[config.mk]
export PLATFORM = sky130hd
export DESIGN_NAME = centi_stopwatch
export DESIGN_NICKNAME = d
export VERILOG_FILES = /design/src/rtl/sw_pkg.sv /design/src/rtl/bcd_pair.sv /design/src/rtl/sw_ctrl.sv /design/src/rtl/sw_datapath.sv /design/src/rtl/centi_stopwatch.sv
export SDC_FILE = /design/constraint.sdc
export NUM_CORES = 1
export LEC_CHECK = 0
export BUFFER_PORTS_ARGS = -buffer_cell sky130_fd_sc_hd__buf_2
export CORE_ASPECT_RATIO = 0.5
export CORE_MARGIN = 2
export CORE_UTILIZATION = 59
export DETAILED_ROUTE_END_ITERATION = 7
export PLACE_DENSITY_LB_ADDON = 0.15
export SLEW_MARGIN = 20
export SYNTH_ARGS = -nofsm -noshare
export SYNTH_HDL_FRONTEND = slang
export SYNTH_SLANG_ARGS = --single-unit
[constraint.sdc]
create_clock -name clk -period 2.9 [get_ports clk]
set_clock_uncertainty 0.05 [all_clocks]
set_input_delay 0.145 -clock clk [delete_from_list [all_inputs] [get_ports clk]]
set_output_delay 0.145 -clock clk [all_outputs]
set_load 0.03 [all_outputs]
[src/rtl/sw_pkg.sv]
package sw_pkg;

  typedef struct packed {
    logic clear;
    logic advance;
  } swStrobe_t;

  localparam int BTN_START = 0;
  localparam int BTN_STOP  = 1;
  localparam int BTN_CLEAR = 2;

  // active-high glyph, bit 0 = segment a ... bit 6 = segment g
  function automatic logic [6:0] segGlyph(input logic [3:0] digit);
    case (digit)
      4'd0: segGlyph = 7'b0111111;
      4'd1: segGlyph = 7'b0000110;
      4'd2: segGlyph = 7'b1011011;
      4'd3: segGlyph = 7'b1001111;
      4'd4: segGlyph = 7'b1100110;
      4'd5: segGlyph = 7'b1101101;
      4'd6: segGlyph = 7'b1111101;
      4'd7: segGlyph = 7'b0000111;
      4'd8: segGlyph = 7'b1111111;
      4'd9: segGlyph = 7'b1101111;
      default: segGlyph = 7'b0000000;
    endcase
  endfunction

endpackage

[src/rtl/bcd_pair.sv]
module bcd_pair #(
  parameter int WRAP = 100
) (
  input  logic       clk,
  input  logic       rstN,
  input  logic       clear,
  input  logic       inc,
  output logic       carry,
  output logic [3:0] ones,
  output logic [3:0] tens
);
  localparam logic [3:0] LAST_ONES = 4'((WRAP - 1) % 10);
  localparam logic [3:0] LAST_TENS = 4'((WRAP - 1) / 10);

  logic atLast;
  assign atLast = (ones == LAST_ONES) && (tens == LAST_TENS);
  assign carry  = inc && atLast;

  always_ff @(posedge clk or negedge rstN) begin
    if (!rstN) begin
      ones <= '0;
      tens <= '0;
    end else if (clear) begin
      ones <= '0;
      tens <= '0;
    end else if (inc) begin
      if (atLast) begin
        ones <= '0;
        tens <= '0;
      end else if (ones == 4'd9) begin
        ones <= '0;
        tens <= tens + 4'd1;
      end else begin
        ones <= ones + 4'd1;
      end
    end
  end
endmodule

[src/rtl/sw_ctrl.sv]
module sw_ctrl
  import sw_pkg::*;
#(
  parameter int TICK_DIV    = 2_000_000,
  parameter int SYNC_STAGES = 2
) (
  input  logic       clk,
  input  logic       rstN,
  input  logic [2:0] btnN,
  output swStrobe_t  strobe,
  output logic       running,
  output logic [2:0] cmdPulse
);
  localparam int CNT_W = (TICK_DIV > 1) ? $clog2(TICK_DIV) : 1;
  localparam logic [CNT_W-1:0] CNT_LAST = CNT_W'(TICK_DIV - 1);

  logic [2:0]       syncStage [SYNC_STAGES];
  logic [2:0]       prevLvl;
  logic [2:0]       syncLvl;
  logic [CNT_W-1:0] phase;

  assign syncLvl  = syncStage[SYNC_STAGES-1];
  assign cmdPulse = prevLvl & ~syncLvl;

  assign strobe.clear   = cmdPulse[BTN_CLEAR];
  assign strobe.advance = running && (phase == CNT_LAST) && !cmdPulse[BTN_CLEAR];

  always_ff @(posedge clk or negedge rstN) begin
    if (!rstN) begin
      for (int i = 0; i < SYNC_STAGES; i++) syncStage[i] <= '1;
      prevLvl <= '1;
      running <= 1'b0;
      phase   <= '0;
    end else begin
      syncStage[0] <= btnN;
      for (int i = 1; i < SYNC_STAGES; i++) syncStage[i] <= syncStage[i-1];
      prevLvl <= syncLvl;
      if (cmdPulse[BTN_CLEAR]) begin
        running <= 1'b0;
        phase   <= '0;
      end else begin
        if (cmdPulse[BTN_STOP])       running <= 1'b0;
        else if (cmdPulse[BTN_START]) running <= 1'b1;
        if (running) phase <= (phase == CNT_LAST) ? '0 : phase + CNT_W'(1);
      end
    end
  end
endmodule

[src/rtl/sw_datapath.sv]
module sw_datapath
  import sw_pkg::*;
#(
  parameter int MIN_WRAP = 60
) (
  input  logic            clk,
  input  logic            rstN,
  input  swStrobe_t       strobe,
  output logic [5:0][3:0] digits,
  output logic            fullWrap
);
  localparam int PAIRS = 3;

  function automatic int wrapOf(input int idx);
    wrapOf = (idx == 0) ? 100 : (idx == 1) ? 60 : MIN_WRAP;
  endfunction

  logic [PAIRS-1:0] carry;

  for (genvar g = 0; g < PAIRS; g++) begin : gPair
    logic pairInc;
    if (g == 0) begin : gFirst
      assign pairInc = strobe.advance;
    end else begin : gRest
      assign pairInc = carry[g-1];
    end
    bcd_pair #(.WRAP(wrapOf(g))) uPair (
      .clk   (clk),
      .rstN  (rstN),
      .clear (strobe.clear),
      .inc   (pairInc),
      .carry (carry[g]),
      .ones  (digits[2*g]),
      .tens  (digits[2*g+1])
    );
  end

  assign fullWrap = carry[PAIRS-1];
endmodule

[src/rtl/centi_stopwatch.sv]
module centi_stopwatch
  import sw_pkg::*;
#(
  parameter int TICK_DIV    = 2_000_000,
  parameter int SYNC_STAGES = 2,
  parameter int MIN_WRAP    = 60
) (
  input  logic       clk,
  input  logic       rstN,
  input  logic [2:0] btnN,
  output logic [6:0] hex0,
  output logic [6:0] hex1,
  output logic [6:0] hex2,
  output logic [6:0] hex3,
  output logic [6:0] hex4,
  output logic [6:0] hex5
);
  swStrobe_t       strobe;
  logic            running;
  logic [2:0]      cmdPulse;
  logic [5:0][3:0] digits;
  logic            fullWrap;
  logic [5:0][6:0] segs;

  sw_ctrl #(.TICK_DIV(TICK_DIV), .SYNC_STAGES(SYNC_STAGES)) uCtrl (
    .clk(clk), .rstN(rstN), .btnN(btnN),
    .strobe(strobe), .running(running), .cmdPulse(cmdPulse)
  );

  sw_datapath #(.MIN_WRAP(MIN_WRAP)) uData (
    .clk(clk), .rstN(rstN), .strobe(strobe),
    .digits(digits), .fullWrap(fullWrap)
  );

  for (genvar g = 0; g < 6; g++) begin : gSeg
    assign segs[g] = segGlyph(digits[g]);
  end

  assign hex0 = segs[0];
  assign hex1 = segs[1];
  assign hex2 = segs[2];
  assign hex3 = segs[3];
  assign hex4 = segs[4];
  assign hex5 = segs[5];
endmodule

==> results.cfg <==
[route]
finalWirelength_mm = 8.683
dr_total_vias = 3494
drc_errors = 0
wl_per_cell_um = 14.50
viasPerCell = 5.833
first_pass_iters = 4
ant_nets = 0
drt_iter0_drc = 280

[synth]
synth_flop_cell = dfrtp_1
syn-mean-instance-area_um2 = 8.777
synth_most_common_cell = ha_1
synth_edf_count = 0
syn_nets = 524
yosys_warnings = 0
synth.top_cell.area_share_pct = 27.90
netlist_area_um2 = 4125
yosysSeqAreaShare_pct = 33.64
netlist_instances = 470
async_reset_ff_share_pct = 100.0
yosys-top-cells-count = ha_1 (49), o21ai_0 (47), dfrtp_1 (46), inv_1 (34), nor2_1 (33)
yosys.area.top_type = dfrtp_1
synth_seq_cells = 55
synth_cell_types = 65
synthTopCellsByArea = dfrtp_1 (28%), ha_1 (15%), dfstp_2 (5.7%), o21ai_0 (5.7%), a21oi_1 (3.2%)

[cts]
cts_buffers = 5
cts.sinks = 55
post_cts_buffers = 0
cts_buffer_depth = 2
cts.htree.levels = 2
cts_tree = done
cts-root-buf = clkbuf_16
path_clk_slew_ps = 70
clock_latency_ps = 300

[pwr]
clkPwrFrac_pct = 28.1
p_leak_uw = 0.002030
p_comb_share_pct = 32.3
seqPwrFrac_pct = 39.6
p_switching_uw = 890.5
vdd_drop_max_uv = 266.2
swShare_pct = 38.55
intPower_uw = 1420
p_per_area_nw_per_um2 = 508.1

[critical_path]
cp_max_fo = 8
critPathMaxStageDelay_ps = 780
cp.required_ps = 3080
critPathSlowestCell = or4_2
crit_buf_inv = 1
worstPathCellList = inv_1 -> ha_1 -> nand3b_1 -> or4_2 -> or4_1 -> a21oi_1
worstSetupEndpointType = flop
crit_type = flop to flop
start_kind = flop
cpLargestDelayFamily = simple AND/OR/NAND/NOR gates
arrival_ps = 2820

[die]
die_h_um = 63.13
num_rows = 21
die_w_um = 122.3
core_um2 = 6726
die-area_um2 = 7717
io_pins = 47
start_util_pct = 61.33

[layout]
area_growth_pct = 10.22
fin_area_um2 = 4547
diodes = 0
fin_cells = 599
drive_gt1_share_pct = 16.17
nFillCells = 553
finalNetCount = 560

[timing]
finalCritPeriodShare_pct = 91.23
maxSlewViolCount = 0
finalSetupViolCount = 0
tightest_slew_ps = 786.3
rsz0062_at_grt = no
finalSetupTns_ps = 0
relSlewSlack_pct = 47.33
finalHoldViolCount = 0
hold_ws_ps = 247.1
fin_crit_ps = 2646
fmax_ghz = 0.3780

[global_route]
antenna_found_initial = 0
grt_use_total_pct = 23.99
grt_max_degree = 39
first_global_vias = 3218
grt_overflow = 0
grt_pass1_wl_mm = 15.11

[flow_run]
drv_cap = 0

[place]
routabilityCongestion = 0.8298
placed_area_um2 = 4348
portBuffers = 46
place.detailed.hpwl_mm = 6.087
place_inst = 587

[worst_hold_path]
hold_class = input port to async pin

[outcome]
status = completed
-- routing by layer --
metal / part of all wire [%] / track usage [%] / vias up / wire length [µm]
li1: - / - / 1751 / -
met1: 49 / 33.20 / 1661 / 4256
met2: 46 / 39.44 / 77 / 3996
met3: 4.4 / 4.982 / 5 / 378
met4: 0.59 / 4.167 / 0 / 51
met5: 0 / 0 / - / 0
-- final timing paths --
kind / to / startpoint / slack (ps) / depth (start not counted)
worst max-delay path: uData.gPair[2].uPair.tens[3] / uData.gPair[0].uPair.ones[1] / 250 / 6
min in group clk: uCtrl.syncLvl[1] / uCtrl.syncStage[4] / 310 / 0
worst min register to register: uCtrl.syncLvl[1] / uCtrl.syncStage[4] / 310 / 0
worst max register to register: uData.gPair[2].uPair.tens[3] / uData.gPair[0].uPair.ones[1] / 250 / 6
worst min-delay path: uCtrl.phase[10] / rstN / 250 / 2
max in group asynchronous: uCtrl.syncStage[5] / rstN / 1700 / 3
-- flip-flops by register name, indices dropped and copies added (netlist names) --
name                    count
uData.gPair.uPair.ones     12
uCtrl.phase                21
uCtrl.prevLvl               3
uCtrl.syncLvl               3
uCtrl.running               1
uData.gPair.uPair.tens     12
uCtrl.syncStage             3
-- placed cells by master, fill, tap and decap left out, drive strengths merged, types with 2 or more instances in the layout --
cell type	netlist	layout
a211oi	2	2
mux2i	2	2
and4	4	4
o21a	4	4
o41ai	6	6
nand3b	5	5
inv	34	35
nor2	33	33
nor4	4	4
and3	11	11
nor4b	2	2
o22ai	13	13
dfstp	9	9
a21oi	27	27
xnor2	8	8
nand4	5	5
o31ai	4	4
nand3	26	26
a2bb2oi	2	2
nor3	6	6
nand2	29	29
or4	6	6
a31oi	5	5
xor2	6	6
a21o	8	8
o21ai	47	47
or3	4	4
or4b	2	2
dlygate4sd3	0	4
nand2b	10	10
o211ai	2	2
a21bo	2	2
a22o	5	5
buf	6	48
ha	49	49
nor2b	6	6
dfrtp	46	46
clkbuf	17	6
-- repair_timing --
action                                 4_1_cts  5_1_grt
hold buffers                                 4        0
resized for setup                            0        0
endpoints found under the hold margin       17        0
-- cell type report --
type / count / area [µm²] / area share [%]
timing repair buffer: 52 / 285.3 / 6.274
clock buffer: 6 / 138.9 / 3.054
inverter: 34 / 127.6 / 2.807
clock inverter: 2 / 20.02 / 0.4403
multi-input combinational: 358 / 2472 / 54.38
tap: 92 / 115.1 / 2.532
sequential: 55 / 1388 / 30.52
-- metrics by stage --
stage	setup WS [ps]	total power, µW	util (%)
floorplan	506.7	1472	-
global placement	378.7	1656	64.64
detailed placement	288.9	1672	64.64
CTS	282.3	2326	67.60
global route	69.06	2452	67.60
finish	254.4	2310	67.60
-- power groups by stage --
stage / clock network, µW / logic (µW) / registers, µW
3_5_place_dp: 0 / 744 / 928
5_1_grt: 691 / 831 / 930
6_report: 650 / 746 / 914
4_1_cts: 663 / 750 / 913
2_1_floorplan: 0 / 576 / 896
3_3_place_gp: 0 / 733 / 924
-- kinds of logic after synthesis --
group                    count (synthesis)  synth area share, %
AO/OA/AOI/OAI                          135                20.38
XOR/XNOR                                14                2.972
adder cells (fa/ha/maj)                 49                14.86
buffers and inverters                   57                6.490
flip-flops                              55                33.64
multiplexers                             2               0.4853
AND/OR/NAND/NOR                        158                21.17
Power figures use the tool's default switching activity.
